==> src/rtl/tmr_pkg.sv <==
package tmr_pkg;
  localparam int CNT_W  = 16;
  localparam int BYTE_W = 8;
  localparam int NFLAG  = 4;
  localparam int PSC_W  = 10;
  localparam int ADDR_W = 4;

  localparam int F_OVF  = 0;
  localparam int F_CMPA = 1;
  localparam int F_CMPB = 2;
  localparam int F_CAP  = 3;

  typedef enum logic [2:0] {
    SRC_STOP     = 3'd0,
    SRC_CLK      = 3'd1,
    SRC_DIV8     = 3'd2,
    SRC_DIV64    = 3'd3,
    SRC_DIV256   = 3'd4,
    SRC_DIV1024  = 3'd5,
    SRC_EXT_RISE = 3'd6,
    SRC_EXT_FALL = 3'd7
  } src_e;

  typedef struct packed {
    logic clr_a;
    logic down;
    src_e src;
  } ctrl_t;

  localparam logic [ADDR_W-1:0] A_CTRL   = 4'd0;
  localparam logic [ADDR_W-1:0] A_FLAGS  = 4'd1;
  localparam logic [ADDR_W-1:0] A_MASK   = 4'd2;
  localparam logic [ADDR_W-1:0] A_CNT_L  = 4'd3;
  localparam logic [ADDR_W-1:0] A_CNT_H  = 4'd4;
  localparam logic [ADDR_W-1:0] A_CMPA_L = 4'd5;
  localparam logic [ADDR_W-1:0] A_CMPA_H = 4'd6;
  localparam logic [ADDR_W-1:0] A_CMPB_L = 4'd7;
  localparam logic [ADDR_W-1:0] A_CMPB_H = 4'd8;
  localparam logic [ADDR_W-1:0] A_CAP_L  = 4'd9;
  localparam logic [ADDR_W-1:0] A_CAP_H  = 4'd10;
endpackage

==> src/rtl/tmr_sync.sv <==
module tmr_sync #(
  parameter int STAGES = 2
) (
  input  logic clk_i,
  input  logic rst_ni,
  input  logic d_i,
  output logic lvl_o,
  output logic prev_o
);
  logic [STAGES:0] sh_q;

  always_ff @(posedge clk_i or negedge rst_ni) begin
    if (!rst_ni) sh_q <= '0;
    else         sh_q <= {sh_q[STAGES-1:0], d_i};
  end

  assign lvl_o  = sh_q[STAGES-1];
  assign prev_o = sh_q[STAGES];
endmodule

==> src/rtl/tmr_tick_gen.sv <==
module tmr_tick_gen
  import tmr_pkg::*;
(
  input  logic clk_i,
  input  logic rst_ni,
  input  src_e src_i,
  input  logic psc_clr_i,
  input  logic ext_rise_i,
  input  logic ext_fall_i,
  output logic tick_o
);
  localparam int NTAP = 4;
  localparam int TapBits [NTAP] = '{3, 6, 8, PSC_W};

  logic [PSC_W-1:0] psc_q;
  logic [NTAP-1:0]  tap;

  always_ff @(posedge clk_i or negedge rst_ni) begin
    if (!rst_ni)        psc_q <= '0;
    else if (psc_clr_i) psc_q <= '0;
    else                psc_q <= psc_q + 1'b1;
  end

  for (genvar k = 0; k < NTAP; k++) begin : g_tap
    assign tap[k] = &psc_q[TapBits[k]-1:0];
  end

  always_comb begin
    unique case (src_i)
      SRC_STOP:     tick_o = 1'b0;
      SRC_CLK:      tick_o = 1'b1;
      SRC_DIV8:     tick_o = tap[0];
      SRC_DIV64:    tick_o = tap[1];
      SRC_DIV256:   tick_o = tap[2];
      SRC_DIV1024:  tick_o = tap[3];
      SRC_EXT_RISE: tick_o = ext_rise_i;
      SRC_EXT_FALL: tick_o = ext_fall_i;
      default:      tick_o = 1'b0;
    endcase
  end
endmodule

==> src/rtl/tmr_core.sv <==
module tmr_core
  import tmr_pkg::*;
(
  input  logic             clk_i,
  input  logic             rst_ni,
  input  logic             tick_i,
  input  logic             down_i,
  input  logic             clr_a_i,
  input  logic             cnt_wr_i,
  input  logic [CNT_W-1:0] cnt_wdata_i,
  input  logic [CNT_W-1:0] cmp_a_i,
  input  logic [CNT_W-1:0] cmp_b_i,
  input  logic             cap_evt_i,
  input  logic [NFLAG-1:0] flag_clr_i,
  output logic [CNT_W-1:0] cnt_o,
  output logic [CNT_W-1:0] cap_o,
  output logic [NFLAG-1:0] flags_o,
  output logic             cmp_a_pin_o,
  output logic             cmp_b_pin_o
);
  logic             adv, match_a, match_b, wrap;
  logic [CNT_W-1:0] cnt_nx;
  logic [NFLAG-1:0] set_v;

  assign adv     = tick_i & ~cnt_wr_i;
  assign match_a = adv && (cnt_o == cmp_a_i);
  assign match_b = adv && (cnt_o == cmp_b_i);
  assign wrap    = adv && (down_i ? (cnt_o == '0) : (cnt_o == '1));

  always_comb begin
    set_v         = '0;
    set_v[F_OVF]  = wrap;
    set_v[F_CMPA] = match_a;
    set_v[F_CMPB] = match_b;
    set_v[F_CAP]  = cap_evt_i;
    if (cnt_wr_i)               cnt_nx = cnt_wdata_i;
    else if (!adv)              cnt_nx = cnt_o;
    else if (match_a && clr_a_i) cnt_nx = '0;
    else if (down_i)            cnt_nx = cnt_o - 1'b1;
    else                        cnt_nx = cnt_o + 1'b1;
  end

  always_ff @(posedge clk_i or negedge rst_ni) begin
    if (!rst_ni) begin
      cnt_o       <= '0;
      cap_o       <= '0;
      flags_o     <= '0;
      cmp_a_pin_o <= 1'b0;
      cmp_b_pin_o <= 1'b0;
    end else begin
      cnt_o   <= cnt_nx;
      flags_o <= (flags_o & ~flag_clr_i) | set_v;
      if (cap_evt_i) cap_o <= cnt_o;
      if (match_a) cmp_a_pin_o <= ~cmp_a_pin_o;
      if (match_b) cmp_b_pin_o <= ~cmp_b_pin_o;
    end
  end
endmodule

==> src/rtl/cc_timer.sv <==
module cc_timer
  import tmr_pkg::*;
#(
  parameter int SYNC_STAGES = 2
) (
  input  logic              clk_i,
  input  logic              rst_ni,
  input  logic              ext_cnt_i,
  input  logic              cap_i,
  input  logic              reg_we_i,
  input  logic              reg_re_i,
  input  logic [ADDR_W-1:0] reg_addr_i,
  input  logic [BYTE_W-1:0] reg_wdata_i,
  output logic [BYTE_W-1:0] reg_rdata_o,
  output logic [NFLAG-1:0]  irq_o,
  output logic              cmp_a_o,
  output logic              cmp_b_o
);
  localparam int HI = CNT_W - 1;
  localparam int LO = BYTE_W;

  ctrl_t             ctrl_q;
  logic [NFLAG-1:0]  mask_q, flags_q, flag_clr;
  logic [BYTE_W-1:0] temp_q;
  logic [CNT_W-1:0]  cmp_a_q, cmp_b_q, cnt_q, cap_q;
  logic              ext_lvl, ext_prev, cap_lvl, cap_prev;
  logic              ext_rise, ext_fall, cap_evt, tick, cnt_wr;

  tmr_sync #(.STAGES(SYNC_STAGES)) u_ext_sync (
    .clk_i, .rst_ni, .d_i(ext_cnt_i), .lvl_o(ext_lvl), .prev_o(ext_prev)
  );
  tmr_sync #(.STAGES(SYNC_STAGES)) u_cap_sync (
    .clk_i, .rst_ni, .d_i(cap_i), .lvl_o(cap_lvl), .prev_o(cap_prev)
  );

  assign ext_rise = ext_lvl & ~ext_prev;
  assign ext_fall = ~ext_lvl & ext_prev;
  assign cap_evt  = cap_lvl & ~cap_prev;
  assign cnt_wr   = reg_we_i && (reg_addr_i == A_CNT_L);
  assign flag_clr = (reg_we_i && reg_addr_i == A_FLAGS) ? reg_wdata_i[NFLAG-1:0] : '0;

  tmr_tick_gen u_tick (
    .clk_i, .rst_ni, .src_i(ctrl_q.src), .psc_clr_i(cnt_wr),
    .ext_rise_i(ext_rise), .ext_fall_i(ext_fall), .tick_o(tick)
  );

  tmr_core u_core (
    .clk_i, .rst_ni, .tick_i(tick), .down_i(ctrl_q.down), .clr_a_i(ctrl_q.clr_a),
    .cnt_wr_i(cnt_wr), .cnt_wdata_i({temp_q, reg_wdata_i}),
    .cmp_a_i(cmp_a_q), .cmp_b_i(cmp_b_q), .cap_evt_i(cap_evt), .flag_clr_i(flag_clr),
    .cnt_o(cnt_q), .cap_o(cap_q), .flags_o(flags_q),
    .cmp_a_pin_o(cmp_a_o), .cmp_b_pin_o(cmp_b_o)
  );

  always_ff @(posedge clk_i or negedge rst_ni) begin
    if (!rst_ni) begin
      ctrl_q  <= '0;
      mask_q  <= '0;
      temp_q  <= '0;
      cmp_a_q <= '0;
      cmp_b_q <= '0;
    end else if (reg_we_i) begin
      unique case (reg_addr_i)
        A_CTRL:   ctrl_q  <= ctrl_t'(reg_wdata_i[$bits(ctrl_t)-1:0]);
        A_MASK:   mask_q  <= reg_wdata_i[NFLAG-1:0];
        A_CMPA_L: cmp_a_q <= {temp_q, reg_wdata_i};
        A_CMPB_L: cmp_b_q <= {temp_q, reg_wdata_i};
        A_CNT_H, A_CMPA_H, A_CMPB_H: temp_q <= reg_wdata_i;
        default: ;
      endcase
    end else if (reg_re_i) begin
      unique case (reg_addr_i)
        A_CNT_L:  temp_q <= cnt_q[HI:LO];
        A_CMPA_L: temp_q <= cmp_a_q[HI:LO];
        A_CMPB_L: temp_q <= cmp_b_q[HI:LO];
        A_CAP_L:  temp_q <= cap_q[HI:LO];
        default: ;
      endcase
    end
  end

  always_comb begin
    unique case (reg_addr_i)
      A_CTRL:   reg_rdata_o = BYTE_W'(ctrl_q);
      A_FLAGS:  reg_rdata_o = BYTE_W'(flags_q);
      A_MASK:   reg_rdata_o = BYTE_W'(mask_q);
      A_CNT_L:  reg_rdata_o = cnt_q[LO-1:0];
      A_CMPA_L: reg_rdata_o = cmp_a_q[LO-1:0];
      A_CMPB_L: reg_rdata_o = cmp_b_q[LO-1:0];
      A_CAP_L:  reg_rdata_o = cap_q[LO-1:0];
      A_CNT_H, A_CMPA_H, A_CMPB_H, A_CAP_H: reg_rdata_o = temp_q;
      default:  reg_rdata_o = '0;
    endcase
  end

  assign irq_o = flags_q & mask_q;
endmodule

==> config.mk <==
export PLATFORM = sky130hd
export DESIGN_NAME = cc_timer
export DESIGN_NICKNAME = d
export VERILOG_FILES = /design/src/rtl/tmr_pkg.sv /design/src/rtl/tmr_sync.sv /design/src/rtl/tmr_tick_gen.sv /design/src/rtl/tmr_core.sv /design/src/rtl/cc_timer.sv
export SDC_FILE = /design/constraint.sdc
export NUM_CORES = 1
export LEC_CHECK = 0
export BUFFER_PORTS_ARGS = -buffer_cell sky130_fd_sc_hd__buf_2
export CAP_MARGIN = 20
export CORE_ASPECT_RATIO = 0.8
export CORE_MARGIN = 5
export CORE_UTILIZATION = 59
export DETAILED_ROUTE_END_ITERATION = 6
export GPL_TIMING_DRIVEN = 0
export PLACE_DENSITY = 0.84
export SLEW_MARGIN = 30
export SYNTH_ARGS = -nofsm -noshare
export SYNTH_HDL_FRONTEND = slang
export SYNTH_SLANG_ARGS = --single-unit
==> constraint.sdc <==
create_clock -name clk_i -period 3.18 [get_ports clk_i]
set_clock_uncertainty 0.2 [all_clocks]
set_input_delay 0.318 -clock clk_i [delete_from_list [all_inputs] [get_ports clk_i]]
set_output_delay 0.318 -clock clk_i [all_outputs]
set_load 0.05 [all_outputs]
==> flow_summary.ini <==
[outcome]
status = finished, final reports clean

[synthesis]
netlist.area_leader.share_pct = 43.8
ys_seq_area_share_pct = 43.8
synth_mux_area_share_pct = 12.9
synth_area_per_cell_um2 = 10.3
yosysTopAreaCell = dfrtp_1
synthTopCellsByArea = dfrtp_1, mux2_2, xor2_1
syn-num-nets = 609
synth_flop_cell = dfrtp_1
synth_adder_area_share_pct = 3.74
synth_top_family_by_area = compound AO/OA/AOI/OAI gates
post_synth_instance_area_mm2 = 0.00589
synth_cell_type_count = 56
synth_compound_area_share_pct = 15.8
synth_cells = 574
synth-xor-area-share_pct = 7.73
synth-edff-count = 0
synth_warnings = 0
async_reset_ff_share_pct = 100
synth-simple-area-share_pct = 13.5
synth-seq-cells = 103

[setup_path]
timing.rr.end = u_core.cnt_o[13]
cp_slowest_cell = clkbuf_1
reg2reg_slack_ps = 270
start_kind = input port
crit_fanout = 10
path_cells = buf_2 > buf_2 > nand2b_1 > nor2_1 > clkbuf_1 > a222oi_1 > o211ai_1 > buf_2
crit_type = in2out
endpoint_kind = primary output
rr_worst_depth = 7
crit_arrival_ps = 2540
crit_path_frequent_cell = buf_2
cp_num_buf_inv = 4
cpPeakStageDelay_ps = 520
startpoint = reg_addr_i[3]
path_depth = 8
crit_end = reg_rdata_o[4]
path_delay_family = buffers and inverters
critical_path_required_ps = 2660
rr_startpoint = ctrl_q[3]

[timing]
slew_violations = 0
worstMarginPinSlew_ps = 962
rsz0062_at_grt = false
slew_headroom_pct = 35.3
hold_viol = 0
setup_violations = 0
finalCritPeriodShare_pct = 96.3
setup_tns_ps = 0
fin_crit_ps = 3060
fmax_ghz = 0.327

[placed_design]
gp_congestion = 1.00
port_buffers = 31
place_hpwl_um = 12100
dpl_cell_area_mm2 = 0.00625

[routing]
drt-total-wl_um = 16600
drtPass1Iterations = 5
dr_wl_met2_um = 7730
wirelength_met1_um = 7240
postRouteAntennaNets = 0
highest_layer = met5
vias_per_cell = 6.49
vias = 4940
route.detailed.drc = 0
wl_met3_um = 1320
dr.first_iter.drc_count = 542
wl_per_cell_um = 21.8

[grt]
grt_pass1_wl_um = 26700
grt.total_usage_pct = 28.7
grt_pass1_vias = 4900
grt_max_degree = 68
grt-ovfl-total = 0
antenna_found_initial = 0

[clock_network]
root_buffer = clkbuf_16
cts-buffers-inserted = 9
cts_setup_buffers = 0
h-tree-depth = 3
clock_latency_ps = 360
clockBufferDepth = 2
clock_sinks = 103
cts_tree = yes
clkSlewWorstSetupHoldPaths_ps = 70

[worst_hold_path]
hold_path_class = in2reg

[die]
die_area_mm2 = 0.0121
rows = 32
ios = 32
core-area_mm2 = 0.00969
die_w_um = 122
dieHeight_um = 99.4
initial_core_util_pct = 60.8

[cells_and_area]
final_common_cell = dfrtp_1
stdcell_area_mm2 = 0.00662
fin_nets = 655
layout_common_cells = dfrtp_1, mux2_2, xor2_1
drive_gt1_share_pct = 20.0
area_growth_pct = 12.5
n_antenna_cell = 0

[pwr]
p_per_area_mw_per_mm2 = 928
peakVddDrop_mv = 0.641
leakagePower_nw = 2.89

[run]
cap_violations = 0
## stage by stage
step,setup WS [ps],util [%],hold slack [ps],power [mW],instances
after floorplan,543,-,-178,4.07,574
after global placement,157,64.1,133,4.69,741
after detailed placement,26.4,64.5,45.5,4.83,742
after CTS,29.5,68.3,81.3,6.10,761
after global routing,86.2,68.4,87.0,6.52,761
final,119,68.4,87.1,6.14,761
## cells in the mapped netlist (5+ instances only)
cell / instances
inv_1: 5
dfrtp_1: 103
nor4_1: 12
nor2_1: 43
and2_1: 7
o21ai_0: 29
a21o_1: 7
mux2_2: 62
mux2i_1: 6
nand2_1: 37
nand2b_1: 6
clkbuf_1: 26
a222oi_1: 9
xor2_1: 46
nor3_1: 11
a21oi_1: 28
ha_1: 16
nand3_1: 16
buf_2: 5
xnor2_1: 6
a31oi_1: 11
nand4_1: 5
a22oi_1: 27
## worst min path at each step
stage,cells past startpoint,end,slack (ps),from
after floorplan,0,cmp_a_q[0],-180,rst_ni
after global placement,0,u_cap_sync.sh_q[1],130,u_cap_sync.sh_q[0]
after detailed placement,1,u_core.cnt_o[12],50,rst_ni
after CTS,2,cmp_a_q[6],80,reg_wdata_i[6]
after global routing,2,cmp_b_q[5],90,reg_wdata_i[5]
final,2,cmp_a_q[6],90,reg_wdata_i[6]
## registers in the layout (all words and copies together) (netlist names), 4 cells and up
signal,cells
temp_q,8
mask_q,4
cmp_b_q,16
u_tick.psc_q,10
u_core.cap_o,16
u_core.flags_o,4
ctrl_q,5
cmp_a_q,16
u_core.cnt_o,16
## logic make-up after synthesis
| group | after synthesis |
|---|---|
| simple gates | 159 |
| xor+xnor | 52 |
| compound gates | 136 |
| flops | 103 |
| mux | 68 |
| buf+inv | 39 |
| fa+ha+maj | 17 |
## worst reg2reg max path, delay by kind of cell (launching register included)
family,cells,cell delay [ps]
flip-flops,1,620
adder cells (fa/ha/maj),1,390
AND/OR/NAND/NOR,3,670
AO/OA/AOI/OAI,3,910
## layer usage
layer  track usage, %  up-vias
li1                 -     2205
met1             41.7     2481
met2             43.0      220
met3             7.28       32
met4             7.41        2
met5             2.08        -
## layout make-up
class | count | area (um^2)
fill | 770 | 3070
inverter | 6 | 22.5
clock buffer | 9 | 225
buffer | 33 | 131
sequential | 103 | 2580
timing repair buffer | 35 | 219
multi-input combinational | 432 | 3160
tap | 136 | 170
clock inverter | 7 | 115
## power breakdown
group | total (mW) | internal, mW | switching, mW
clock | 1.25 | 0.709 | 0.539
sequential | 2.30 | 1.80 | 0.501
combinational | 2.60 | 1.05 | 1.54
## what timing repair did
action                     in CTS  in global routing
hold endpoints to repair       38                  0
setup endpoints to repair       0                  3
hold buffers                    3                  0
resized for setup               0                  3
No activity file was read; power rests on OpenSTA's default activity.
